$ cat config.mk
export PLATFORM = sky130hd
export DESIGN_NAME = mrdet_top
export DESIGN_NICKNAME = d
export VERILOG_FILES = /design/src/rtl/mrdet_pkg.sv /design/src/rtl/mrdet_datapath.sv /design/src/rtl/mrdet_ctrl.sv /design/src/rtl/mrdet_top.sv
export SDC_FILE = /design/constraint.sdc
export NUM_CORES = 1
export LEC_CHECK = 0
export ABC_AREA = 1
export ABC_CLOCK_PERIOD_IN_PS = 1400
export CAP_MARGIN = 40
export CORE_UTILIZATION = 40
export DETAILED_ROUTE_END_ITERATION = 10
export DONT_BUFFER_PORTS = 1
export GPL_TIMING_DRIVEN = 0
export HOLD_SLACK_MARGIN = 0.05
export PLACE_DENSITY_LB_ADDON = 0.2
export SYNTH_ARGS = -nofsm -noshare
export SYNTH_HDL_FRONTEND = slang
export SYNTH_SLANG_ARGS = --single-unit
$ cat constraint.sdc
create_clock -name clk -period 1.4 [get_ports clk]
set_clock_uncertainty 0.05 [all_clocks]
set_input_delay 0.35 -clock clk [delete_from_list [all_inputs] [get_ports clk]]
set_output_delay 0.35 -clock clk [all_outputs]
set_load 0.05 [all_outputs]
$ cat src/rtl/mrdet_pkg.sv
package mrdet_pkg;
  typedef enum logic [1:0] {
    ST_IDLE  = 2'd0,
    ST_READ1 = 2'd1,
    ST_READ2 = 2'd2,
    ST_KEY   = 2'd3
  } seqState_t;

  // summary of one closed bus window, built by the datapath
  typedef struct packed {
    logic close;
    logic isRead;
    logic readToggled;
    logic isWrite;
    logic topAddr;
    logic keyData;
    logic modeOk;
  } busEvent_t;

  // strobes from control to datapath
  typedef struct packed {
    logic loadMode;
    logic raiseFail;
  } ctrlStrobe_t;
endpackage

$ cat src/rtl/mrdet_datapath.sv
module mrdet_datapath
  import mrdet_pkg::*;
#(
  parameter int ADDR_W = 22,
  parameter int DATA_W = 16,
  parameter int DENS_W = 2
) (
  input  logic              clk,
  input  logic              rstN,
  input  logic              csN,
  input  logic              oeN,
  input  logic              weN,
  input  logic [ADDR_W-1:0] addr,
  input  logic [DATA_W-1:0] data,
  input  ctrlStrobe_t       strobe,
  output busEvent_t         evt,
  output logic [DENS_W-1:0] modeDensity,
  output logic              modePage,
  output logic              modeValid,
  output logic              failPulse
);
  localparam int PAGE_BIT = DENS_W;
  localparam int HIGH_LO  = PAGE_BIT + 1;

  logic              csQ;
  logic              startOeHigh;
  logic              sawOe;
  logic              sawWe;
  logic [ADDR_W-1:0] addrHold;
  logic [DATA_W-1:0] dataHold;

  // window tracking: opening edge resets the accumulators
  always_ff @(posedge clk) begin
    if (!rstN) begin
      csQ         <= 1'b1;
      startOeHigh <= 1'b0;
      sawOe       <= 1'b0;
      sawWe       <= 1'b0;
      addrHold    <= '0;
      dataHold    <= '0;
    end else begin
      csQ <= csN;
      if (!csN) begin
        addrHold <= addr;
        dataHold <= data;
        if (csQ) begin
          startOeHigh <= oeN;
          sawOe       <= !oeN;
          sawWe       <= !weN;
        end else begin
          if (!oeN) sawOe <= 1'b1;
          if (!weN) sawWe <= 1'b1;
        end
      end
    end
  end

  always_comb begin
    evt.close       = !csQ && csN;
    evt.isRead      = sawOe && !sawWe;
    evt.readToggled = sawOe && !sawWe && startOeHigh;
    evt.isWrite     = sawWe && !sawOe;
    evt.topAddr     = &addrHold;
    evt.keyData     = (dataHold == '0);
    evt.modeOk      = dataHold[PAGE_BIT] && (dataHold[DATA_W-1:HIGH_LO] == '0);
  end

  // mode register and failure pulse
  always_ff @(posedge clk) begin
    if (!rstN) begin
      modeDensity <= '0;
      modePage    <= 1'b0;
      modeValid   <= 1'b0;
      failPulse   <= 1'b0;
    end else begin
      failPulse <= strobe.raiseFail;
      if (strobe.loadMode) begin
        modeDensity <= dataHold[DENS_W-1:0];
        modePage    <= dataHold[PAGE_BIT];
        modeValid   <= 1'b1;
      end
    end
  end
endmodule

$ cat src/rtl/mrdet_ctrl.sv
module mrdet_ctrl
  import mrdet_pkg::*;
(
  input  logic        clk,
  input  logic        rstN,
  input  busEvent_t   evt,
  output ctrlStrobe_t strobe
);
  seqState_t state, stateNext;
  logic      armed;
  logic      topRead;

  always_comb begin
    stateNext = state;
    strobe    = '0;
    topRead   = evt.readToggled && evt.topAddr;
    if (evt.close) begin
      unique case (state)
        ST_IDLE: begin
          if (topRead && armed) stateNext = ST_READ1;
        end
        ST_READ1: begin
          if (topRead) stateNext = ST_READ2;
          else begin
            stateNext        = ST_IDLE;
            strobe.raiseFail = 1'b1;
          end
        end
        ST_READ2: begin
          if (evt.isWrite && evt.topAddr && evt.keyData) stateNext = ST_KEY;
          else begin
            stateNext        = ST_IDLE;
            strobe.raiseFail = 1'b1;
          end
        end
        ST_KEY: begin
          stateNext = ST_IDLE;
          if (evt.isWrite && evt.topAddr && evt.modeOk) strobe.loadMode = 1'b1;
          else strobe.raiseFail = 1'b1;
        end
        default: stateNext = ST_IDLE;
      endcase
    end
  end

  always_ff @(posedge clk) begin
    if (!rstN) begin
      state <= ST_IDLE;
      armed <= 1'b1;
    end else begin
      state <= stateNext;
      if (evt.close) armed <= !evt.topAddr;
    end
  end
endmodule

$ cat src/rtl/mrdet_top.sv
module mrdet_top
  import mrdet_pkg::*;
#(
  parameter int ADDR_W = 22,
  parameter int DATA_W = 16,
  parameter int DENS_W = 2
) (
  input  logic              clk,
  input  logic              rstN,
  input  logic              csN,
  input  logic              oeN,
  input  logic              weN,
  input  logic [ADDR_W-1:0] addr,
  input  logic [DATA_W-1:0] data,
  output logic [DENS_W-1:0] modeDensity,
  output logic              modePage,
  output logic              modeValid,
  output logic              failPulse
);
  busEvent_t   evt;
  ctrlStrobe_t strobe;

  mrdet_datapath #(.ADDR_W(ADDR_W), .DATA_W(DATA_W), .DENS_W(DENS_W)) u_dp (
    .clk(clk), .rstN(rstN), .csN(csN), .oeN(oeN), .weN(weN),
    .addr(addr), .data(data), .strobe(strobe), .evt(evt),
    .modeDensity(modeDensity), .modePage(modePage),
    .modeValid(modeValid), .failPulse(failPulse)
  );

  mrdet_ctrl u_ctrl (
    .clk(clk), .rstN(rstN), .evt(evt), .strobe(strobe)
  );
endmodule

==> flow_summary_export.csv <==
group,metric,value,unit
synth,synthCells,282,
clocking,clock_path_buffers,2,
placed_design,dpl_cell_area,2120,µm²
power_and_ir_drop,vdd_drop_max,0.000498,V
synth,yosys_warnings,0,
grt,grt_usage,16.8,%
synth,async_flop_share,0,%
worst_setup_path,critPathLaunchType,"register",
outcome,status,"complete, but fails checks",
final_layout,area_growth,13.8,%
clocking,cts-root-buf,"clkbuf_8",
sta,slew_viol_final,0,
worst_setup_path,path_class,"register to register",
die,core.rowCount,25,
worst_setup_path,reg2reg_depth,10,
final_layout,final_cell_area,2320,µm²
clocking,clock_latency,0.30,ns
drt,first_iter_violations,62,
worst_setup_path,reg2reg_from,"u_dp.addrHold[7]$_SDFFE_PN0N_",
grt,antenna_found_initial,0,
die,dieWidth,73.4,µm
final_layout,num_antenna_cells,0,
grt,grt_pass1_vias,1625,
synth,ys_types,22,
clocking,clkSinkCount,50,
power_and_ir_drop,pwr_density_cell,1140,nW/µm²
placed_design,finalWeightedCongestion,0.783,
drt,ant_nets,0,
drt,drc,0,
clocking,htreeDepth,2,
grt,grt_pass1_wl,6890,µm
sta,rsz0062_at_grt,"true",
hold_path,hold_end,"u_dp.sawWe$_SDFFE_PN0P_",
synth,synth.top_cells.by_area,"dfxtp_1 (49%), nor2_1 (13%), o21ai_0 (11%), nand2_1 (5.7%), inv_1 (5.0%)",
placed_design,portBuffers,0,
sta,hold_viol,0,
sta,worst_pin_slew,0.510,ns
sta,max_freq,712,MHz
synth,ys_seq_elements,50,
worst_setup_path,end_kind,"register",
drt,wl_per_cell,11.6,µm
synth,synth_area_leader_cell,"dfxtp_1",
power_and_ir_drop,p_leak,0.925,nW
power_and_ir_drop,totalPowerFinal,0.00265,W
job,maxCapViolCount,0,
die,start_util,42.4,%
sta,slew_headroom,66.0,%
die,die_area,5390,µm²
synth,synth-main-ff-cell,"dfxtp_1",
final_layout,drive_above_1_share,19.1,%
hold_path,hp-class,"primary input to register",
drt,vias_per_cell,4.78,
drt,via_count,1720,
synth,synth_area,2040,µm²
grt,grt_max_degree,16,
sta,finalSetupTns,-0.00427,ns
clocking,hold_buffers,0,
hold_path,worstHoldStart,"weN",
synth,yosys.area.top_type_share,49.0,%
grt,grt-ovfl-total,0,
synth,ys_seq_area_share,49.0,%
sta,setup_viol,1,
worst_setup_path,cp.arrival,1.60,ns
worst_setup_path,crit_fanout,6,
synth,avgSynthCellArea,7.24,µm²
clocking,cts.clk_slew.worst_paths,0.09,ns
die,die-height,73.4,µm
sta,setup_ws,-0.00427,ns
worst_setup_path,crit_required,1.60,ns
synth,synth_fp_nets,325,
outcome,violations,"negative setup slack",
clocking,cts_tree,"done",
synth,synth_commonest_cells,"nor2_1 (68), dfxtp_1 (50), o21ai_0 (43)",
drt,dr.pass1.iters,4,
worst_setup_path,worstReg2RegEnd,"u_dp.modeDensity[0]$_SDFFE_PN0P_",
synth,synth.most_common_cell,"nor2_1",
sta,finalCritPeriodShare,100,%
clocking,numCtsBuffers,5,
placed_design,dp_hpwl,3090,µm
synth,synth_edf_count,0,
final_layout,layout.nets,335,
sta,fin_crit,1.40,ns
die,ioPinCount,48,
hold_path,whs_path_depth,1,
drt,drt_wl_total,4180,µm
die,core_area,4820,µm²
worst_setup_path,r2r_setup_slack,-0.004,ns
-- cell type report --
type / instances / area [µm²]
fill: 541 / 2490
sequential: 50 / 1020
multi-input combinational: 189 / 935
inverter: 30 / 113
tap: 67 / 83.8
clock buffer: 6 / 82.6
buffer: 13 / 51.3
timing repair buffer: 3 / 22.5
clock inverter: 2 / 12.5
-- power breakdown --
part	leakage, nW	switching, W	internal, W
clock network	0.0472	0.000466	0.000398
logic	0.459	0.000151	0.0000778
registers	0.419	0.0000408	0.00151
-- registers in the layout, indices dropped and copies added (netlist names), 2 cells and up --
register          flops
u_dp.addrHold        22
u_dp.modeDensity      2
u_ctrl.state          2
u_dp.dataHold        16
-- cells by family after synthesis --
logic type             after synthesis  synth area share [%]
AO/OA/AOI/OAI                       66                  16.4
buffers and inverters               43                  8.03
flip-flops                          50                  49.0
AND/OR/NAND/NOR                    123                  26.5
-- metrics by stage --
step | worst slack [ns] | std cells | hold slack (ns) | utilization (%)
2_1_floorplan | 0.134 | 282 | 0.389 | -
3_3_place_gp | -0.0229 | 349 | 0.401 | 44.1
3_5_place_dp | -0.0431 | 349 | 0.417 | 44.1
4_1_cts | -0.0127 | 357 | 0.0875 | 46.3
5_1_grt | -0.135 | 360 | 0.0902 | 48.2
6_report | -0.00427 | 360 | 0.107 | 48.2
-- worst max path at each step --
| stage | start | to | slack (ns) | cells after the start |
|---|---|---|---|---|
| floorplan | u_dp.addrHold[7]$_SDFFE_PN0N_ | u_dp.modeDensity[0]$_SDFFE_PN0P_ | 0.13 | 9 |
| global placement | csN | u_ctrl.state[1]$_SDFFE_PN0P_ | -0.02 | 7 |
| detailed placement | u_dp.addrHold[7]$_SDFFE_PN0N_ | u_dp.modeDensity[0]$_SDFFE_PN0P_ | -0.04 | 9 |
| CTS | u_dp.addrHold[8]$_SDFFE_PN0N_ | u_ctrl.state[1]$_SDFFE_PN0P_ | -0.01 | 10 |
| global route | u_dp.addrHold[19]$_SDFFE_PN0N_ | u_dp.modeDensity[0]$_SDFFE_PN0P_ | -0.14 | 10 |
| finish | u_dp.addrHold[7]$_SDFFE_PN0N_ | u_dp.modeDensity[0]$_SDFFE_PN0P_ | -0.004 | 10 |
-- placed cells by master (no fill, tap or decap) --
cell,n
nor3_1,2
nand3_4,2
a21oi_1,18
nand2_1,24
clkinvlp_4,1
dfxtp_2,17
o32ai_1,1
nor2_2,4
nor2_1,64
o21ai_1,2
inv_1,26
clkbuf_8,6
nand4_1,6
clkinv_2,1
clkbuf_2,1
buf_2,1
nand3_2,1
nor2_4,5
o21ai_0,43
and2_1,1
clkbuf_1,11
buf_4,3
o22ai_1,1
dfxtp_1,33
nand2_2,8
nor3_2,1
nand3_1,5
a21oi_2,1
inv_2,4
-- what timing repair did --
| item | CTS | global route |
|---|---|---|
| resized for setup | 6 | 29 |
| setup endpoints to repair | 4 | 7 |
| pin swaps | 5 | 12 |
| setup buffers | 0 | 3 |
-- metal layers --
metal,up-vias,track usage (%),routed length [µm]
li1,920,-,-
met1,756,21.0,2010
met2,37,28.0,1930
met3,7,4.39,173
met4,0,5.77,70
met5,-,0,0
-- worst max-delay path: stages, from the launching register on --
cell     delay [ns]
dfxtp_2        0.34
nand2_2        0.06
nor2_4         0.13
nand2_2        0.09
nor2_4         0.12
nand3_4        0.10
nor2_4         0.14
nand3_4        0.11
nand2_2        0.08
nand2_1        0.04
nor2_1         0.09
No activity file was read; power rests on OpenSTA's default activity.
